`config.mk`:
```
export PLATFORM = sky130hd
export DESIGN_NAME = idd_loop_sequencer
export DESIGN_NICKNAME = d
export VERILOG_FILES = /design/src/rtl/idd_seq_pkg.sv /design/src/rtl/seq_timer.sv /design/src/rtl/seq_addr.sv /design/src/rtl/idd_loop_sequencer.sv
export SDC_FILE = /design/constraint.sdc
export NUM_CORES = 1
export LEC_CHECK = 0
export ABC_AREA = 1
export BUFFER_PORTS_ARGS = -buffer_cell sky130_fd_sc_hd__buf_4
export CORE_ASPECT_RATIO = 1.4
export CORE_MARGIN = 2
export CORE_UTILIZATION = 58
export DETAILED_ROUTE_END_ITERATION = 10
export PLACE_DENSITY = 0.89
export SLEW_MARGIN = 20
export SYNTH_ARGS = -nofsm -noshare
export SYNTH_HDL_FRONTEND = slang
export SYNTH_HIERARCHICAL = 1
export SYNTH_SLANG_ARGS = --single-unit
```
`constraint.sdc`:
```
create_clock -name clk -period 3.45 [get_ports clk]
set_input_delay 0.1725 -clock clk [delete_from_list [all_inputs] [get_ports clk]]
set_output_delay 0.1725 -clock clk [all_outputs]
set_load 0.02 [all_outputs]
```
`src/rtl/idd_seq_pkg.sv`:
```
package idd_seq_pkg;

  typedef enum logic [2:0] {
    CMD_NOP  = 3'd0,
    CMD_ACT  = 3'd1,
    CMD_PRE  = 3'd2,
    CMD_PREA = 3'd3,
    CMD_RD   = 3'd4,
    CMD_WR   = 3'd5,
    CMD_RDA  = 3'd6,
    CMD_REF  = 3'd7
  } cmd_e;

  typedef enum logic [3:0] {
    M_ACTPRE   = 4'd0,
    M_ACTRDPRE = 4'd1,
    M_PSTBY    = 4'd2,
    M_PPD      = 4'd3,
    M_ASTBY    = 4'd4,
    M_BRD      = 4'd5,
    M_BWR      = 4'd6,
    M_REFB     = 4'd7,
    M_RDAP     = 4'd8
  } mode_e;

  localparam logic [3:0] MODE_LAST = 4'd8;

  typedef enum logic [2:0] {
    ST_IDLE,
    ST_RUN,
    ST_HOLD,
    ST_SPRE,
    ST_SWAIT
  } state_e;

endpackage

```
`src/rtl/seq_timer.sv`:
```
module seq_timer #(
  parameter int TW = 8
) (
  input  logic          clk,
  input  logic          rst_n,
  input  logic          load_i,
  input  logic [TW-1:0] val_i,
  output logic          zero_o
);

  logic [TW-1:0] cnt_q, cnt_n;

  always_comb begin
    cnt_n = cnt_q;
    if (load_i) begin
      cnt_n = (val_i == '0) ? '0 : val_i - 1'b1;
    end else if (cnt_q != '0) begin
      cnt_n = cnt_q - 1'b1;
    end
  end

  always_ff @(posedge clk or negedge rst_n) begin
    if (!rst_n) cnt_q <= '0;
    else        cnt_q <= cnt_n;
  end

  assign zero_o = (cnt_q == '0);

  AST_TMR_STAYS_ZERO: assert property (@(posedge clk) disable iff (!rst_n)
    (zero_o && !load_i) |=> zero_o);

endmodule

```
`src/rtl/seq_addr.sv`:
```
module seq_addr #(
  parameter int BW = 3,
  parameter int CW = 10
) (
  input  logic          clk,
  input  logic          rst_n,
  input  logic          clr_i,
  input  logic          bank_inc_i,
  input  logic          col_inc_i,
  input  logic          par_tog_i,
  output logic [BW-1:0] bank_o,
  output logic [CW-1:0] col_o,
  output logic          par_o,
  output logic          last_bank_o
);

  localparam int BANKS = 1 << BW;

  logic [BW-1:0] bank_q, bank_n;
  logic [CW-1:0] col_q, col_n;
  logic          par_q, par_n;

  always_comb begin
    bank_n = bank_q;
    col_n  = col_q;
    par_n  = par_q;
    if (clr_i) begin
      bank_n = '0;
      col_n  = '0;
      par_n  = 1'b0;
    end else begin
      if (bank_inc_i) bank_n = bank_q + 1'b1;
      if (col_inc_i)  col_n  = col_q + 1'b1;
      if (par_tog_i)  par_n  = ~par_q;
    end
  end

  always_ff @(posedge clk or negedge rst_n) begin
    if (!rst_n) begin
      bank_q <= '0;
      col_q  <= '0;
      par_q  <= 1'b0;
    end else begin
      bank_q <= bank_n;
      col_q  <= col_n;
      par_q  <= par_n;
    end
  end

  assign bank_o      = bank_q;
  assign col_o       = col_q;
  assign par_o       = par_q;
  assign last_bank_o = (bank_q == BW'(BANKS - 1));

  AST_BANK_WRAPS: assert property (@(posedge clk) disable iff (!rst_n)
    (bank_inc_i && !clr_i && last_bank_o) |=> (bank_o == '0));

endmodule

```
`src/rtl/idd_loop_sequencer.sv`:
```
module idd_loop_sequencer
  import idd_seq_pkg::*;
#(
  parameter int          TW      = 8,
  parameter int          BW      = 3,
  parameter int          RW      = 15,
  parameter int          CW      = 10,
  parameter int          DW      = 8,
  parameter int          COL_GAP = 4,
  parameter logic [7:0]  PAT_EVEN = 8'h00,
  parameter logic [7:0]  PAT_ODD  = 8'h33,
  parameter logic [7:0]  ROW_PAT0 = 8'hF0,
  parameter logic [7:0]  ROW_PAT1 = 8'h00
) (
  input  logic          clk,
  input  logic          rst_n,
  input  logic          start_i,
  input  logic          stop_i,
  input  logic [3:0]    mode_i,
  input  logic [TW-1:0] t_ras_i,
  input  logic [TW-1:0] t_rp_i,
  input  logic [TW-1:0] t_rcd_i,
  input  logic [TW-1:0] t_rrd_i,
  input  logic [TW-1:0] t_rfc_i,
  output logic [2:0]    cmd_o,
  output logic          cke_o,
  output logic [BW-1:0] bank_o,
  output logic [RW-1:0] row_o,
  output logic [CW-1:0] col_o,
  output logic [DW-1:0] pat_o,
  output logic          busy_o,
  output logic          done_o
);

  localparam logic [TW-1:0] COL_GAP_T = TW'(COL_GAP);
  localparam logic [TW-1:0] ONE_T     = TW'(1);

  state_e        st_q, st_n;
  mode_e         mode_q, mode_n;
  logic [1:0]    ph_q, ph_n;
  logic [TW-1:0] ras_q, rp_q, rcd_q, rrd_q, rfc_q;
  logic          t_load;
  logic          stop_pend_q, stop_pend_n, stop_hit;

  logic          g_ld, a_ld, g_zero, a_zero;
  logic [TW-1:0] g_val, a_val;
  logic          a_clr, b_inc, c_inc, p_tog;
  logic [BW-1:0] cur_bank;
  logic [CW-1:0] cur_col;
  logic          cur_par, last_bank;

  cmd_e          cmd_n;
  logic [BW-1:0] bank_n;
  logic [RW-1:0] row_n;
  logic [CW-1:0] col_n;
  logic [DW-1:0] pat_n;
  logic          cke_n, done_n;
  logic [2:0]    cmd_q;
  logic [BW-1:0] bank_q;
  logic [RW-1:0] row_q;
  logic [CW-1:0] col_q;
  logic [DW-1:0] pat_q;
  logic          cke_q, done_q;

  seq_timer #(.TW(TW)) u_gap (
    .clk(clk), .rst_n(rst_n), .load_i(g_ld), .val_i(g_val), .zero_o(g_zero)
  );

  seq_timer #(.TW(TW)) u_act (
    .clk(clk), .rst_n(rst_n), .load_i(a_ld), .val_i(a_val), .zero_o(a_zero)
  );

  seq_addr #(.BW(BW), .CW(CW)) u_addr (
    .clk(clk), .rst_n(rst_n), .clr_i(a_clr), .bank_inc_i(b_inc),
    .col_inc_i(c_inc), .par_tog_i(p_tog), .bank_o(cur_bank),
    .col_o(cur_col), .par_o(cur_par), .last_bank_o(last_bank)
  );

  assign stop_hit = stop_i | stop_pend_q;

  always_comb begin
    st_n   = st_q;
    ph_n   = ph_q;
    mode_n = mode_q;
    t_load = 1'b0;
    cmd_n  = CMD_NOP;
    bank_n = '0;
    row_n  = '0;
    col_n  = '0;
    pat_n  = '0;
    g_ld   = 1'b0;
    g_val  = '0;
    a_ld   = 1'b0;
    a_val  = '0;
    a_clr  = 1'b0;
    b_inc  = 1'b0;
    c_inc  = 1'b0;
    p_tog  = 1'b0;
    done_n = 1'b0;
    unique case (st_q)
      ST_IDLE: begin
        if (start_i && (mode_i <= MODE_LAST)) begin
          st_n   = ST_RUN;
          ph_n   = 2'd0;
          mode_n = mode_e'(mode_i);
          t_load = 1'b1;
          a_clr  = 1'b1;
        end
      end
      ST_RUN: begin
        if (stop_hit) begin
          if (g_zero && a_zero) st_n = ST_SPRE;
        end else if (g_zero) begin
          unique case (mode_q)
            M_ACTPRE, M_ACTRDPRE: begin
              if (ph_q == 2'd0) begin
                cmd_n = CMD_ACT;
                row_n = RW'(cur_par);
                pat_n = DW'(cur_par ? ROW_PAT1 : ROW_PAT0);
                g_ld  = 1'b1;
                if (mode_q == M_ACTPRE) begin
                  g_val = ras_q;
                end else begin
                  g_val = rcd_q;
                  a_ld  = 1'b1;
                  a_val = ras_q;
                end
                ph_n = 2'd1;
              end else if (ph_q == 2'd1 && mode_q == M_ACTRDPRE) begin
                cmd_n = CMD_RD;
                g_ld  = 1'b1;
                g_val = ONE_T;
                ph_n  = 2'd2;
              end else if (a_zero) begin
                cmd_n = CMD_PRE;
                g_ld  = 1'b1;
                g_val = rp_q;
                p_tog = 1'b1;
                ph_n  = 2'd0;
              end
            end
            M_PSTBY, M_PPD: begin
              if (ph_q == 2'd0) begin
                cmd_n = CMD_PREA;
                g_ld  = 1'b1;
                g_val = rp_q;
                ph_n  = 2'd1;
              end else begin
                st_n = ST_HOLD;
              end
            end
            M_ASTBY, M_BRD, M_BWR: begin
              if (ph_q == 2'd0) begin
                cmd_n  = CMD_ACT;
                bank_n = cur_bank;
                g_ld   = 1'b1;
                g_val  = rrd_q;
                b_inc  = 1'b1;
                if (last_bank) begin
                  if (mode_q == M_ASTBY) begin
                    st_n = ST_HOLD;
                  end else begin
                    g_val = rcd_q;
                    ph_n  = 2'd1;
                  end
                end
              end else begin
                cmd_n  = (mode_q == M_BWR) ? CMD_WR : CMD_RD;
                bank_n = cur_bank;
                col_n  = cur_col;
                if (mode_q == M_BWR) pat_n = DW'(cur_col[0] ? PAT_ODD : PAT_EVEN);
                g_ld   = 1'b1;
                g_val  = COL_GAP_T;
                b_inc  = 1'b1;
                c_inc  = last_bank;
              end
            end
            M_REFB: begin
              cmd_n = CMD_REF;
              g_ld  = 1'b1;
              g_val = rfc_q;
            end
            default: begin
              if (ph_q == 2'd0) begin
                if (a_zero) begin
                  cmd_n  = CMD_ACT;
                  bank_n = cur_bank;
                  g_ld   = 1'b1;
                  g_val  = rcd_q;
                  a_ld   = 1'b1;
                  a_val  = rrd_q;
                  ph_n   = 2'd1;
                end
              end else begin
                cmd_n  = CMD_RDA;
                bank_n = cur_bank;
                g_ld   = 1'b1;
                g_val  = ONE_T;
                b_inc  = 1'b1;
                ph_n   = 2'd0;
              end
            end
          endcase
        end
      end
      ST_HOLD: begin
        if (stop_hit && g_zero && a_zero) st_n = ST_SPRE;
      end
      ST_SPRE: begin
        cmd_n = CMD_PREA;
        g_ld  = 1'b1;
        g_val = rp_q;
        st_n  = ST_SWAIT;
      end
      default: begin
        if (g_zero) begin
          st_n   = ST_IDLE;
          done_n = 1'b1;
        end
      end
    endcase
    cke_n       = !(st_n == ST_HOLD && mode_q == M_PPD);
    stop_pend_n = (st_n == ST_IDLE) ? 1'b0 : (stop_pend_q | (stop_i && st_q != ST_IDLE));
  end

  always_ff @(posedge clk or negedge rst_n) begin
    if (!rst_n) begin
      st_q        <= ST_IDLE;
      ph_q        <= 2'd0;
      mode_q      <= M_ACTPRE;
      stop_pend_q <= 1'b0;
      cmd_q       <= CMD_NOP;
      bank_q      <= '0;
      row_q       <= '0;
      col_q       <= '0;
      pat_q       <= '0;
      cke_q       <= 1'b1;
      done_q      <= 1'b0;
    end else begin
      st_q        <= st_n;
      ph_q        <= ph_n;
      mode_q      <= mode_n;
      stop_pend_q <= stop_pend_n;
      cmd_q       <= cmd_n;
      bank_q      <= bank_n;
      row_q       <= row_n;
      col_q       <= col_n;
      pat_q       <= pat_n;
      cke_q       <= cke_n;
      done_q      <= done_n;
    end
  end

  always_ff @(posedge clk or negedge rst_n) begin
    if (!rst_n) begin
      ras_q <= '0;
      rp_q  <= '0;
      rcd_q <= '0;
      rrd_q <= '0;
      rfc_q <= '0;
    end else if (t_load) begin
      ras_q <= t_ras_i;
      rp_q  <= t_rp_i;
      rcd_q <= t_rcd_i;
      rrd_q <= t_rrd_i;
      rfc_q <= t_rfc_i;
    end
  end

  assign cmd_o  = cmd_q;
  assign bank_o = bank_q;
  assign row_o  = row_q;
  assign col_o  = col_q;
  assign pat_o  = pat_q;
  assign cke_o  = cke_q;
  assign done_o = done_q;
  assign busy_o = (st_q != ST_IDLE);

  AST_CKE_LOW_QUIET: assert property (@(posedge clk) disable iff (!rst_n)
    !cke_o |-> (cmd_o == CMD_NOP));

  AST_CMD_ONLY_BUSY: assert property (@(posedge clk) disable iff (!rst_n)
    (cmd_o != CMD_NOP) |-> $past(busy_o));

  AST_DONE_ONE_CYCLE: assert property (@(posedge clk) disable iff (!rst_n)
    done_o |=> !done_o);

  AST_DONE_IDLE: assert property (@(posedge clk) disable iff (!rst_n)
    done_o |-> (!busy_o && $past(busy_o)));

  AST_WR_PATTERN: assert property (@(posedge clk) disable iff (!rst_n)
    (cmd_o == CMD_WR) |-> (pat_o == DW'(PAT_EVEN) || pat_o == DW'(PAT_ODD)));

endmodule

```
==> metrics <==
Internal=approximately 0.0029 W; RSZ-0062 raised after global routing=false; Max-slew headroom=roughly 43%; register share of total power=about two fifths; Clock Latency Late Sink=0.36 ns; worst-path fanout max=16; Global Route Usage Sum=just under 30%; final period utilization=90.2%; post-DP HPWL=11.6 mm; DRT iter0 DRCs=roughly 600; TritonRoute pass-1 iters=7; Post-synth top flop=dfrtp_1; mean routed wirelength per cell=14.7 um; net count reported at finish=roughly 1,000; Core ar.=around 10,000 um^2; VDD IR-drop max=429 uV; initial antenna violation count=0; switching share of power=a little over two fifths; clock transition at the registers of the reported paths=0.07 ns; first-pass GRT wire length=approximately 27 mm; Layout area overhead=15.8%; CTS sink cnt=between 100 and 150; DR vias=between 5,000 and 6,000; Slew Limit Fails=0; drc violations=0; Num CTS Buffers=9; clk_skew=0.00635 ns; count of state elements after synthesis=102; Synth Instances=roughly 870; Vias/cell=roughly 5.4; Yosys warning count=6; Mapped Avg Cell Area=between 7 and 8 um^2; CTS tree=built; Tmin final=slightly above 3 ns; Die Y=roughly 130 um; total gr overflow=0; GPL Wtd Cong=roughly 1; DIE WIDTH=roughly 91 um; # rows=between 40 and 50; Setup Buffers After CTS=0; Worst Setup Start Kind=flip-flop; # setup viols final=0; Sw Pwr=approximately 0.0021 W; num ports=90; htree depth=3; antenna violation net count after detailed routing=0; PortBufs=73; status=finished, final reports clean; Post-CTS Resized=0; Hold WS=0.00796 ns; Pwr Density=around 710 nW/um^2; Distinct cells, synth=37; Clk pwr share=about 22%; Max Cap Viol=0; Tightest Hold Check Type=in2reg; # hold bufs at CTS=1; FFs w/ async S/R, synth=100%; Post-synth EDFFs=0; final WL=roughly 16 mm; total negative setup slack=0 ns; Worst EP required=around 3.7 ns; layout cells sized above 1=~15%; crit end category=flip-flop; Crit Path Category=reg2reg; Final Hold Fails=0; antenna cells=0; register area share after synthesis=41.6%; Critical Path AT=about 3.4 ns; mapped cell area=6140 um^2; Slew @ Worst Pin=roughly 0.86 ns; f_max=~320 MHz; Root Buffer=clkbuf_16; largest net degree at the start of global routing=70; initial core utilization=59.3%; clock buffer depth=2; die area=approximately 11,000 um^2; vias in the first global route=~5,700; Static Leak=3.65 nW; Comb power frac=between 30% and 40%
[area by class of cell]
class	count	area (um^2)
multi-input combinational	645	3020
clock inverter	6	91.3
fill	892	3240
timing repair buffer	89	671
clock buffer	10	239
inverter	96	360
sequential	102	2550
tap	138	173
[cell usage in the layout, fill, tap and decap left out, drive strengths merged, types with 2 or more instances in the layout]
master / n
nand2: 322
dfrtp: 101
inv: 98
nor2: 95
buf: 88
nand3: 55
o21ai: 52
a21oi: 49
conb: 16
clkbuf: 10
nor3: 10
ha: 9
nand4: 9
o211ai: 8
xnor2: 6
or2: 4
o31ai: 2
bufinv: 2
xor2: 2
clkinv: 2
[power by group through the flow]
stage | clock network (W) | logic (W) | registers (W)
finish | 0.00111 | 0.00199 | 0.00193
global route | 0.00119 | 0.00225 | 0.00197
CTS | 0.00113 | 0.00195 | 0.00192
detailed placement | 0 | 0.00193 | 0.00193
global placement | 0 | 0.00190 | 0.00192
floorplan | 0 | 0.00151 | 0.00182
[per-layer routing]
metal  up-vias  track usage, %  wire, um
met2       283            48.5      7860
met3        63            4.84      1040
met1      2709            36.2      6230
met4         0            16.8       843
met5         -               0         0
li1       2855               -         -
[cells by family (layout without fill, tap and decap cells)]
family                     count (synthesis)  in the layout  synth area share [%]
xor gates and xnor gates                   8              8                  1.14
other                                      1             16                0.0611
adders and majority gates                  9              9                  1.83
AOI/OAI and AO/OA                        114            114                  9.83
buffers and inverters                    137            201                  10.1
and+or+nand+nor                          498            498                  35.4
DFF                                      102            102                  41.6
[registers in the layout, summed over array words and instances (netlist names), 4 cells and up]
signal and count:
col_o 10, mode_q 4, ras_q 8, rcd_q 8
rfc_q 8, rp_q 8, rrd_q 8, u_act/cnt_q 8
u_addr/col_o 10, u_gap/cnt_q 8
[stage by stage]
stage          instance area, um^2  setup WS (ns)  instances  util (%)  total power (W)
2_1_floorplan                 6190          0.468        884         -          0.00333
3_3_place_gp                  6770          0.574       1069      65.4          0.00382
3_5_place_dp                  6770          0.454       1069      65.4          0.00387
4_1_cts                       7110          0.429       1086      68.7          0.00500
5_1_grt                       7110         0.0943       1086      68.7          0.00541
6_report                      7110          0.339       1086      68.7          0.00503
[final timing paths]
check	from	to	slack, ns	depth (start not counted)
min reg2reg	rfc_q[0]	rfc_q[0]	0.48	2
max in group asynchronous	rst_n	ras_q[4]	2.20	3
max	u_gap/cnt_q[0]	u_gap/cnt_q[7]	0.34	21
max reg2reg	u_gap/cnt_q[0]	u_gap/cnt_q[7]	0.34	21
min	t_ras_i[3]	ras_q[3]	0.008	3
min in group asynchronous	rst_n	rp_q[3]	0.47	2
[cells in the mapped netlist, types with 2 or more instances]
cell	count	area, um^2
a21oi_1	49	245
nand2_1	313	1170
o31ai_1	2	15.0
nor2_2	5	31.3
nand4_4	2	42.5
or2_2	3	18.8
nor3_4	3	48.8
xnor2_1	6	52.6
inv_2	8	30.0
nor3_1	5	25.0
ha_1	9	113
clkbuf_1	8	30.0
o211ai_1	8	60.1
nand4_1	7	43.8
buf_4	21	158
nand2_2	9	56.3
nor3_2	2	20.0
xor2_1	2	17.5
buf_6	2	22.5
nor2_1	82	308
inv_1	88	330
o21ai_0	52	260
nand3_1	54	270
buf_2	9	45.0
dfrtp_1	101	2530
nor2_4	8	90.1
[critical path: stages, from the launching register on]
cell and delay [ns]:
dfrtp_1 0.40, inv_1 0.11, ha_1 0.19, nand2_2 0.08, inv_2 0.08, nand4_4 0.10
nor2_1 0.16, inv_1 0.07, nor2_1 0.26, nand2_2 0.10, inv_2 0.12, nand2_2 0.24
a21oi_1 0.21, nand2_1 0.07, nand2_1 0.07, inv_1 0.06, ha_1 0.17, nand3_1 0.08
nor2_1 0.07, nor2_4 0.16, nand3_1 0.09, a21oi_1 0.15
(Power assumes the default switching activity.)
